### src/rtl/dicr_pkg.sv
package dicr_pkg;
  localparam int REG_W      = 32;
  localparam int MAX_CH     = 7;
  localparam int CFG_W      = 6;
  localparam int BUSERR_BIT = 15;
  localparam int EN_LSB     = 16;
  localparam int MASTER_BIT = 23;
  localparam int FLAG_LSB   = 24;
  localparam int SENT_BIT   = 31;
endpackage

### src/rtl/dicr_wr_merge.sv
module dicr_wr_merge
  import dicr_pkg::*;
#(
  parameter int NUM_CH = 7
) (
  input  logic [REG_W-1:0]  cur_i,
  input  logic              wr_en_i,
  input  logic [REG_W-1:0]  wr_data_i,
  input  logic [NUM_CH-1:0] done_i,
  output logic [REG_W-1:0]  nxt_o
);
  logic [REG_W-1:0]  after_wr;
  logic [MAX_CH-1:0] set_ch;

  always_comb begin
    after_wr = cur_i;
    after_wr[SENT_BIT] = 1'b0;
    if (wr_en_i) begin
      after_wr[CFG_W-1:0]                = wr_data_i[CFG_W-1:0];
      after_wr[BUSERR_BIT]               = wr_data_i[BUSERR_BIT];
      after_wr[MASTER_BIT:EN_LSB]        = wr_data_i[MASTER_BIT:EN_LSB];
      after_wr[FLAG_LSB+MAX_CH-1:FLAG_LSB] =
        cur_i[FLAG_LSB+MAX_CH-1:FLAG_LSB] & ~wr_data_i[FLAG_LSB+MAX_CH-1:FLAG_LSB];
    end
  end

  // enable seen after same-cycle write; set beats clear
  for (genvar n = 0; n < MAX_CH; n++) begin : g_ch
    if (n < NUM_CH) begin : g_used
      assign set_ch[n] = done_i[n] & after_wr[EN_LSB+n];
    end else begin : g_unused
      assign set_ch[n] = 1'b0;
    end
  end

  always_comb begin
    nxt_o = after_wr;
    nxt_o[FLAG_LSB+MAX_CH-1:FLAG_LSB] = after_wr[FLAG_LSB+MAX_CH-1:FLAG_LSB] | set_ch;
  end
endmodule

### src/rtl/dicr_flag_eval.sv
module dicr_flag_eval
  import dicr_pkg::*;
(
  input  logic [REG_W-1:0] val_i,
  output logic             active_o
);
  logic any_flag;
  assign any_flag = |val_i[FLAG_LSB+MAX_CH-1:FLAG_LSB];
  assign active_o = (val_i[MASTER_BIT] & any_flag) | val_i[BUSERR_BIT];
endmodule

### src/rtl/dma_irq_ctrl.sv
module dma_irq_ctrl
  import dicr_pkg::*;
#(
  parameter int NUM_CH = 7
) (
  input  logic              clk_i,
  input  logic              rst_ni,
  input  logic              wr_en_i,
  input  logic [31:0]       wr_data_i,
  input  logic [NUM_CH-1:0] done_i,
  output logic [31:0]       rd_data_o,
  output logic              irq_o
);
  logic [REG_W-1:0] reg_q, nxt_w;
  logic             active_w, irq_q;

  dicr_wr_merge #(.NUM_CH(NUM_CH)) u_merge (
    .cur_i     (reg_q),
    .wr_en_i   (wr_en_i),
    .wr_data_i (wr_data_i),
    .done_i    (done_i),
    .nxt_o     (nxt_w)
  );

  dicr_flag_eval u_eval (
    .val_i    (nxt_w),
    .active_o (active_w)
  );

  always_ff @(posedge clk_i or negedge rst_ni) begin
    if (!rst_ni) begin
      reg_q <= '0;
      irq_q <= 1'b0;
    end else begin
      reg_q <= {active_w, nxt_w[SENT_BIT-1:0]};
      irq_q <= active_w & ~reg_q[SENT_BIT];
    end
  end

  assign rd_data_o = reg_q;
  assign irq_o     = irq_q;

  p_reserved_zero_r2: assert property (@(posedge clk_i) disable iff (!rst_ni)
    rd_data_o[14:6] == '0);

  p_pulse_single_r6: assert property (@(posedge clk_i) disable iff (!rst_ni)
    irq_o |=> !irq_o);

  p_irq_with_sent_r6: assert property (@(posedge clk_i) disable iff (!rst_ni)
    irq_o |-> rd_data_o[SENT_BIT]);

  p_no_resend_r7: assert property (@(posedge clk_i) disable iff (!rst_ni)
    rd_data_o[SENT_BIT] |=> !irq_o || !$past(rd_data_o[SENT_BIT]));

  p_idle_stable_r5: assert property (@(posedge clk_i) disable iff (!rst_ni)
    (!wr_en_i && done_i == '0) |=> $stable(rd_data_o));

  for (genvar n = 0; n < NUM_CH; n++) begin : g_chk
    p_flag_needs_done_r4: assert property (@(posedge clk_i) disable iff (!rst_ni)
      $rose(rd_data_o[FLAG_LSB+n]) |-> $past(done_i[n]));
  end
endmodule

### config.mk
export PLATFORM = sky130hd
export DESIGN_NAME = dma_irq_ctrl
export DESIGN_NICKNAME = d
export VERILOG_FILES = /design/src/rtl/dicr_pkg.sv /design/src/rtl/dicr_wr_merge.sv /design/src/rtl/dicr_flag_eval.sv /design/src/rtl/dma_irq_ctrl.sv
export SDC_FILE = /design/constraint.sdc
export NUM_CORES = 1
export LEC_CHECK = 0
export BUFFER_PORTS_ARGS = -buffer_cell sky130_fd_sc_hd__buf_4
export CORE_MARGIN = 5
export CORE_UTILIZATION = 43
export CTS_CLUSTER_SIZE = 25
export DETAILED_ROUTE_END_ITERATION = 8
export PLACE_DENSITY = 0.83
export SLEW_MARGIN = 20
export SYNTH_ARGS = -nofsm -noshare
export SYNTH_HDL_FRONTEND = slang
export SYNTH_SLANG_ARGS = --single-unit
### constraint.sdc
create_clock -name clk_i -period 3.3 [get_ports clk_i]
set_input_delay 0.825 -clock clk_i [delete_from_list [all_inputs] [get_ports clk_i]]
set_output_delay 0.825 -clock clk_i [all_outputs]
set_load 0.01 [all_outputs]
==> results of run 1 <==
==> worst max-delay path by stage <==
stage	cells past startpoint	endpoint	slack (ns)
2_1_floorplan	5	irq_o$_DFF_PN0_	1.31
3_3_place_gp	5	irq_o$_DFF_PN0_	1.05
3_5_place_dp	5	irq_o$_DFF_PN0_	1.04
4_1_cts	5	irq_o$_DFF_PN0_	1.39
5_1_grt	5	irq_o$_DFF_PN0_	1.32
6_report	5	irq_o$_DFF_PN0_	1.40
==> worst reg2reg max path, stage by stage, from the launching register on <==
cell	delay, ns
dfrtp_1	0.40
mux2_4	0.28
a22o_4	0.27
nor4_4	0.26
a211oi_1	0.10
==> power by group through the flow <==
stage	Combinational, uW	Sequential [uW]	Clock [uW]
floorplan	68.8	368	0
global placement	168	352	0
detailed placement	173	355	0
CTS	174	349	158
global route	187	355	169
finish	170	349	153
==> cells by family (layout without fill, tap and decap cells) <==
| kind of cell | count (synthesis) | count (layout) | share of synthesized area, % |
|---|---|---|---|
| flip-flops | 24 | 24 | 56.3 |
| buffers and inverters | 18 | 65 | 10.4 |
| AO/OA/AOI/OAI | 15 | 15 | 10.6 |
| multiplexers | 15 | 15 | 16.2 |
| AND/OR/NAND/NOR | 10 | 10 | 6.10 |
| other | 1 | 9 | 0.352 |
==> cell usage after synthesis (all sizes together) <==
cell    count
a211oi      1
a21oi       7
a22o        1
buf        12
conb        1
dfrtp      24
inv         6
mux2       15
nand2       1
nand3       6
nor2        1
nor4        2
o221ai      6
==> layout by cell type, fill, tap and decap left out, drive strengths merged <==
cell / synthesis / layout
o221ai: 6 / 6
mux2: 15 / 15
buf: 12 / 55
a211oi: 1 / 1
nand3: 6 / 6
nand2: 1 / 1
a21oi: 7 / 7
nor2: 1 / 1
dfrtp: 24 / 24
nor4: 2 / 2
a22o: 1 / 1
inv: 6 / 6
conb: 1 / 9
clkbuf: 0 / 4
==> metrics by stage <==
step	setup WS (ns)	hold slack (ns)	total power, uW
after global routing	1.32	0.389	711
after CTS	1.39	0.388	681
after detailed placement	1.04	0.439	528
final	1.40	0.383	672
after global placement	1.05	0.426	520
after floorplan	1.31	0.472	437
==> metal layers <==
layer | track usage (%) | vias to the layer above | routed length (microns)
met5 | 0 | - | 0
met4 | 5.70 | 0 | 15
met3 | 4.97 | 2 | 298
met2 | 25.8 | 45 | 1250
met1 | 16.4 | 397 | 853
li1 | - | 389 | -
==> sequential cells by signal, indices dropped and copies added, names as in the netlist <==
register	cells
rd_data_o	23
irq_o	1
==> layout make-up <==
class,count,area [sq um]
clock buffers,4,36.3
fillers,204,938
inverters,6,22.5
multi-input cells,49,384
flip-flops and latches,24,601
well taps,30,37.5
repair buffers,55,413
==> metrics, run 1 <==
status finished clean; MaxCap Viol Count 0; Std-Cell Core Area 0.00243 sq mm; CP required 3.49 ns; GRT Total Usage 14.8%; largest net degree at the start of global routing 29; Total Routed Length 2420 microns; layout net count 181; Crit Reg-Reg Startpoint rd_data_o[20]$_DFF_PN0_; register area share after synthesis 56.3%; Clock Latency Late Sink 0.31 ns; skew final 0.00695 ns; DR vias 833; DP HPWL 1960 microns; total grt overflow 0; crit path launch type primary input; register bit total from synthesis 24; area leader, netlist dfrtp_1; pwr/cell area 450 mW/mm^2; number of global-route vias before repair 935; WP buf/inv 1; # port buffers 55; DRT iter0 DRCs 12; Placer Congestion 0.677; CTS tree built; remaining antenna violation count 0; Slew Limit Fails 0; Synth-to-Final Area Change 40.1%; Post CTS Setup Buffer Count 0; cts bufs inserted 3; worst r2r dst irq_o$_DFF_PN0_; post_cts resized 0; top-area cell type share of the netlist area 56.3%; Post-Syn Area 0.00107 sq mm; Design Area, Final 0.00149 sq mm; Placement Cell Area 0.00146 sq mm; Initial Utilization 43.8%; Worst setup EP type flip-flop; Cells after Synth 83; sw frac 27.3%; Die W 59.8 microns; minimum clock period 1.90 ns; Ant. Diodes 0; fin cells 168; CP arrival 2.09 ns; syn avg cell area 12.8 sq um; # setup viols final 0; reg2reg path depth 4; H-tree levels 1; Crit Path Max Fanout 28; Chip Height 59.8 microns; P_int 489 uW; cts hold-fix bufs 0; logic gate share of total power 25.3%; DRC 0; first-pass iteration count of the detailed router 4; drt via density 4.96; sequence of cells on the critical path buf_4 > mux2_4 > a22o_4 > nor4_4 > a211oi_1; Tcrit/Tclk final 57.6%; Final Util 61.4%; warnings from Yosys 0; delay-heaviest family, CP compound AO/OA/AOI/OAI gates; RSZ-0062 raised after global routing no; layout cells sized above 1 55.1%; final hold vios 0; type of the tightest min-delay check primary input to asynchronous set/reset pin; Routed wire per std cell 14.4 microns; crit path max-delay cell type mux2_4; clock root buffer clkbuf_4; # IOs 75; power share of the clock group 22.7%; crit path kind primary input to flip-flop; clock-pin slew on the worst setup and hold paths 0.13 ns; CP startpoint wr_en_i; initial antenna violation count 0; first-pass GRT wire length 4000 microns; CP max stage delay 0.35 ns; switching power 184 uW; Leak Pwr 0.000735 uW; Setup TNS 0 ns; Netlist cell types 17; f_max 0.526 GHz; die area 0.00357 sq mm; maximum vdd drop 346 uV; largest cells by area after synthesis dfrtp_1, mux2_2, buf_4; Placed Cells 164; r2r setup slk 1.87 ns; Seq pwr share 51.9%; Clock Sinks 24; Clock Tree Buf Depth 2; row count 18
No activity file was read; power rests on OpenSTA's default activity.
==> run 2, diff against run 1 <==
--- a/config.mk
+++ b/config.mk
@@ -7,10 +7,10 @@
 export LEC_CHECK = 0
 export BUFFER_PORTS_ARGS = -buffer_cell sky130_fd_sc_hd__buf_4
 export CORE_MARGIN = 5
-export CORE_UTILIZATION = 43
+export CORE_UTILIZATION = 36
 export CTS_CLUSTER_SIZE = 25
 export DETAILED_ROUTE_END_ITERATION = 8
-export PLACE_DENSITY = 0.83
+export PLACE_DENSITY = 0.75
 export SLEW_MARGIN = 20
 export SYNTH_ARGS = -nofsm -noshare
 export SYNTH_HDL_FRONTEND = slang
==> constraint.sdc (replaced) <==
create_clock -name clk_i -period 1.7 [get_ports clk_i]
set_input_delay 0.425 -clock clk_i [delete_from_list [all_inputs] [get_ports clk_i]]
set_output_delay 0.425 -clock clk_i [all_outputs]
set_load 0.01 [all_outputs]
==> run 2 against run 1 <==
Against the previous run:
- worst setup slack worse by 1.1 ns
- global-route usage decreased by 2.5 points
- highest routed layer is now met3
- first-iteration DRC count is 25% higher
- total power increased by 86%
- critical path depth shrank 1
- combinational power up 98%
- hold slack lost 0.033 ns
- wire length grew 4.3%
- die area up 16%
==> metrics, run 2 (synthesis results as in run 1) <==
status finished clean; Post-Place Worst Slack 0.0508 ns (-0.986 ns); max reg flops 23 (unchanged); layout net count 184 (+1.7%); layout cells sized above 1 55.0% (-0.072 points); largest net degree at the start of global routing 25 (-14%); Hold Crit Start wr_data_i[5]; Clock Latency Late Sink 0.30 ns (about the same); H-tree levels 1 (unchanged); DRC 0 (unchanged); cts bufs inserted 3 (unchanged); Std-Cell Core Area 0.00281 sq mm (+15%); type of the tightest min-delay check primary input to flip-flop; Ant. Diodes 0 (unchanged); CTS tree built; crit path kind flip-flop to flip-flop; # IOs 75 (unchanged); Tcrit/Tclk final 84.6%; post_cts resized 0 (unchanged); GRT Total Usage 12.3% (-2.5 points); sequence of cells on the critical path mux2_4 > a22o_4 > nor4_4 > a211oi_1; crit path launch type flip-flop; MaxCap Viol Count 0 (unchanged); Fillers 258 (+26%); DRT iter0 DRCs 15 (+3); Final WS setup 0.261 ns (-1.14 ns); Setup TNS 0 ns (unchanged); Post CTS Setup Buffer Count 0 (unchanged); clock root buffer clkbuf_4; Die W 64.4 microns (+7.7%); most frequent cells in the layout buf_4, dfrtp_1, mux2_2; CP arrival 1.62 ns (-0.47 ns); Hold Path Stages 2; remaining antenna violation count 0 (unchanged); Synth-to-Final Area Change 41.3%; cts hold-fix bufs 1 (+1); f_max 0.695 GHz; minimum clock period 1.44 ns; number of global-route vias before repair 879 (-6.0%); Clock Sinks 24 (unchanged); CP max stage delay 0.40 ns (+0.05 ns); clock-pin slew on the worst setup and hold paths 0.12 ns (about the same); Initial Utilization 38.0% (-5.8 points); Total Routed Length 2520 microns (+4.3%); delay-heaviest family, CP flip-flops; maximum vdd drop 582 uV (+68%); pwr/cell area 832 mW/mm^2 (+85%); total grt overflow 0 (unchanged); first-pass iteration count of the detailed router 4 (unchanged); most common cell after layout, fill and taps aside buf_4; final hold vios 0 (unchanged); crit path max-delay cell type dfrtp_1; r2r setup slk 0.26 ns (-1.61 ns); Crit Reg-Reg Startpoint rd_data_o[20]$_DFF_PN0_; Routed wire per std cell 14.7 microns (+2.5%); CP required 1.89 ns (-1.60 ns); Slew Limit Fails 0 (unchanged); # port buffers 55 (unchanged); row count 19 (+1); DR vias 817 (-1.9%); RSZ-0062 raised after global routing no; die area 0.00415 sq mm (+16%); drt via density 4.78 (-3.6%); Leak Pwr 0.000742 uW (+0.90%); worst r2r dst irq_o$_DFF_PN0_; Register Area 601 sq um (unchanged); Clock Tree Buf Depth 2 (unchanged); skew final 0.00595 ns (-0.00100 ns); WP buf/inv 0 (-1); Crit Path Max Fanout 2 (-93%); end of the worst hold path rd_data_o[5]$_DFFE_PN0P_; first-pass GRT wire length 4010 microns (+0.33%); DP HPWL 2110 microns (+7.8%); Multi-input gate area 384 sq um (unchanged); # setup viols final 0 (unchanged); Worst setup EP type flip-flop; Placer Congestion 0.658 (-2.8%); initial antenna violation count 0 (unchanged); reg2reg path depth 4 (unchanged); Chip Height 64.4 microns (+7.7%)
[run 2: cell types whose count changed in the layout (fill, tap and decap cells not counted)]
cell           delta
buf_4             +2
clkbuf_8          -1
dlygate4sd3_1     +1
[run 2: cell type report]
| class | count | share of cell area (%) |
|---|---|---|
| Inverter | 6 | 1.50 |
| Tap cell | 31 | 2.57 |
| Sequential cell | 24 | 39.9 |
| Multi-Input combinational cell | 49 | 25.5 |
| Timing Repair Buffer | 58 | 29.1 |
| Clock buffer | 3 | 1.50 |
[run 2: worst max-delay path by stage]
stage / end / slack [ns] / depth (start not counted) / start
floorplan: irq_o$_DFF_PN0_ / 0.11 / 5 / wr_en_i
global placement: irq_o$_DFF_PN0_ / 0.03 / 6 / wr_en_i
CTS: irq_o$_DFF_PN0_ / 0.24 / 4 / rd_data_o[20]$_DFF_PN0_
detailed placement: irq_o$_DFF_PN0_ / 0.05 / 5 / wr_en_i
global route: irq_o$_DFF_PN0_ / 0.19 / 4 / rd_data_o[20]$_DFF_PN0_
finish: irq_o$_DFF_PN0_ / 0.26 / 4 / rd_data_o[20]$_DFF_PN0_
[run 2: where the power goes]
group	switching, uW	total, uW	internal, uW
clock	156	239	82.7
sequential	43.4	677	634
combinational	149	337	189
[run 2: per-layer routing]
layer  routed length (microns)  vias to the layer above  GRT usage (%)
met1                       893                      380           12.2
met3                       260                        0           5.87
met2                      1370                       40           23.6
met4                         0                        0           1.58
met5                         0                        -              0
li1                          -                      397              -
[run 2: through the flow]
| stage | instances | instance area (sq um) | total power, uW | utilization (%) | hold WS, ns |
|---|---|---|---|---|---|
| 6_report | 171 | 1510 | 1250 | 53.7 | 0.350 |
| 5_1_grt | 171 | 1510 | 1320 | 53.7 | 0.324 |
| 4_1_cts | 171 | 1510 | 1280 | 53.7 | 0.332 |
| 3_5_place_dp | 167 | 1470 | 1030 | 52.5 | 0.339 |
| 3_3_place_gp | 167 | 1470 | 1020 | 52.5 | 0.336 |
| 2_1_floorplan | 91 | 1100 | 848 | - | 0.129 |
==> run 3, diff against run 2 <==
--- a/config.mk
+++ b/config.mk
@@ -7,10 +7,10 @@
 export LEC_CHECK = 0
 export BUFFER_PORTS_ARGS = -buffer_cell sky130_fd_sc_hd__buf_4
 export CORE_MARGIN = 5
-export CORE_UTILIZATION = 36
+export CORE_UTILIZATION = 40
 export CTS_CLUSTER_SIZE = 25
 export DETAILED_ROUTE_END_ITERATION = 8
-export PLACE_DENSITY = 0.75
+export PLACE_DENSITY = 0.78
 export SLEW_MARGIN = 20
 export SYNTH_ARGS = -nofsm -noshare
 export SYNTH_HDL_FRONTEND = slang
==> constraint.sdc (replaced) <==
create_clock -name clk_i -period 1.4 [get_ports clk_i]
set_input_delay 0.35 -clock clk_i [delete_from_list [all_inputs] [get_ports clk_i]]
set_output_delay 0.35 -clock clk_i [all_outputs]
set_load 0.01 [all_outputs]
==> run 3 against run 2 <==
Against the previous run:
- sequential cell count unchanged
- sequential power grew 22%
- global-route usage is 3.6 points higher
- wire length grew 12%
- largest cell class unchanged
- fmax up 5.6%
- cell area up 9.6%
- total power is 32% higher
- critical path depth up 1
- clock power up 47%
- critical path type unchanged
- largest power group unchanged
- non-clock buffer count grew 9
- worst setup slack worse by 0.22 ns
- clock-buffer cell count is 1 higher
==> metrics, run 3 (synthesis results as in run 1) <==
total grt overflow 0 (unchanged); CP arrival 1.55 ns (-0.07 ns); Total Routed Length 2810 microns (+12%); DRC 0 (unchanged); CP required 1.59 ns (-0.30 ns); H-tree levels 1 (unchanged); Clock Latency Late Sink 0.30 ns (about the same); most frequent cells in the layout buf_4, dfrtp_1, mux2_2; sequence of cells on the critical path a21oi_2 > o221ai_2 > nor4_2 > buf_4 > a211oi_1; status finished clean; Synth-to-Final Area Change 54.9%; Crit Path Max Fanout 2 (unchanged); Ant. Diodes 0 (unchanged); skew final 0.00129 ns (-0.00465 ns); most used routing layer met2; Hold Crit Start wr_data_i[5]; f_max 0.734 GHz (+5.6%); largest net degree at the start of global routing 25 (unchanged); Routed wire per std cell 15.6 microns (+5.9%); Std-Cell Core Area 0.00252 sq mm (-10%); minimum clock period 1.36 ns (-0.0764 ns); type of the tightest min-delay check primary input to flip-flop; Die W 61.6 microns (-4.3%); # setup viols final 0 (unchanged); WHS 0.270 ns (-0.0794 ns); number of global-route vias before repair 1033 (+18%); DRT iter0 DRCs 24 (+9); Clock Tree Buf Depth 2 (unchanged); Worst setup EP type flip-flop; clock root buffer clkbuf_4; most common cell after layout, fill and taps aside buf_4; end of the worst hold path rd_data_o[5]$_DFFE_PN0P_; DP HPWL 2150 microns (+1.7%); remaining antenna violation count 0 (unchanged); initial antenna violation count 0 (unchanged); Crit Reg-Reg Startpoint rd_data_o[17]$_DFF_PN0_; drt via density 5.01 (+4.9%); row count 18 (-1); # port buffers 55 (unchanged); WP buf/inv 1 (+1); Tcrit/Tclk final 97.3% (+13 points); layout net count 193 (+4.9%); reg2reg path depth 5 (+1); delay-heaviest family, CP flip-flops; pwr/cell area 1010 mW/mm^2 (+21%); Placer Congestion 0.656 (-0.29%); RSZ-0062 raised after global routing yes; DR vias 902 (+10%); # IOs 75 (unchanged); crit path kind flip-flop to flip-flop; Hold Path Stages 2 (unchanged); Clock Sinks 24 (unchanged); GRT met3 Usage 4.19% (-1.7 points); r2r setup slk 0.04 ns (-0.22 ns); CP startpoint rd_data_o[17]$_DFF_PN0_; first-pass GRT wire length 4400 microns (+9.8%); crit path launch type flip-flop; Initial Utilization 42.3% (+4.3 points); die area 0.00380 sq mm (-8.5%); Design Area, Final 0.00165 sq mm (+9.6%); final hold vios 0 (unchanged); CTS tree built; clock-pin slew on the worst setup and hold paths 0.12 ns (about the same); maximum vdd drop 780 uV (+34%); CP max stage delay 0.42 ns (+0.02 ns); Leak Pwr 0.000802 uW (+8.1%); GRT Total Usage 15.8% (+3.6 points); crit path max-delay cell type dfrtp_1; GRT met1 Usage 15.9% (+3.7 points); max reg flops 23 (unchanged); Chip Height 61.6 microns (-4.3%); layout cells sized above 1 64.7% (+9.7 points); worst r2r dst irq_o$_DFF_PN0_; grt met2 use 30.3% (+6.8 points); Placement Cell Area 0.00152 sq mm (+3.3%); Final Util 65.5% (+12 points); first-pass iteration count of the detailed router 3 (-1); cts bufs inserted 3 (unchanged); Slew Limit Fails 0 (unchanged); MaxCap Viol Count 0 (unchanged)
run 3: through the flow:
step	power (uW)	setup TNS, ns	std cells	setup WS (ns)
2_1_floorplan	1030	0	91	0.0113
3_3_place_gp	1250	-0.277	171	-0.147
3_5_place_dp	1270	-0.310	171	-0.160
4_1_cts	1640	0	179	0.000645
5_1_grt	1760	-0.0762	180	-0.0402
6_report	1660	0	180	0.0377
run 3: layout make-up:
| cell class | instances | area (sq um) |
|---|---|---|
| Clock buffer | 4 | 36.3 |
| Tap cell | 30 | 37.5 |
| Timing Repair Buffer | 67 | 518 |
| Fill cell | 204 | 871 |
| Sequential cell | 24 | 601 |
| Inverter | 6 | 22.5 |
| Multi-Input combinational cell | 49 | 437 |
run 3: routing by layer:
metal	share of wire (%)	vias up
li1	-	414
met1	30	439
met2	58	43
met3	10	6
met4	2.1	0
met5	0	-
run 3: worst max-delay path by stage:
| stage | endpoint | slack [ns] | cells after the start |
|---|---|---|---|
| 3_5_place_dp | irq_o$_DFF_PN0_ | -0.16 | 7 |
| 3_3_place_gp | irq_o$_DFF_PN0_ | -0.15 | 7 |
| 2_1_floorplan | irq_o$_DFF_PN0_ | 0.01 | 5 |
| 4_1_cts | irq_o$_DFF_PN0_ | 0.0006 | 5 |
| 6_report | irq_o$_DFF_PN0_ | 0.04 | 5 |
| 5_1_grt | irq_o$_DFF_PN0_ | -0.04 | 5 |
run 3: power by group:
group / switching [uW] / internal, uW
Combinational: 212 / 271
Sequential: 56.7 / 770
Clock: 193 / 159
run 3: repair_timing:
action                                 4_1_cts  5_1_grt
setup endpoints to repair                    2        2
endpoints found under the hold margin       24        0
buffers inserted                             3        1
pin swaps                                    2        1
hold buffers                                 1        0
gates resized for setup                      0       10
run 3: worst register-to-register path, delay by kind of cell (launching register included):
kind,cells,cell delay (ns)
AOI/OAI and AO/OA,3,0.33
buffers and inverters,1,0.17
DFF,1,0.42
and+or+nand+nor,1,0.33
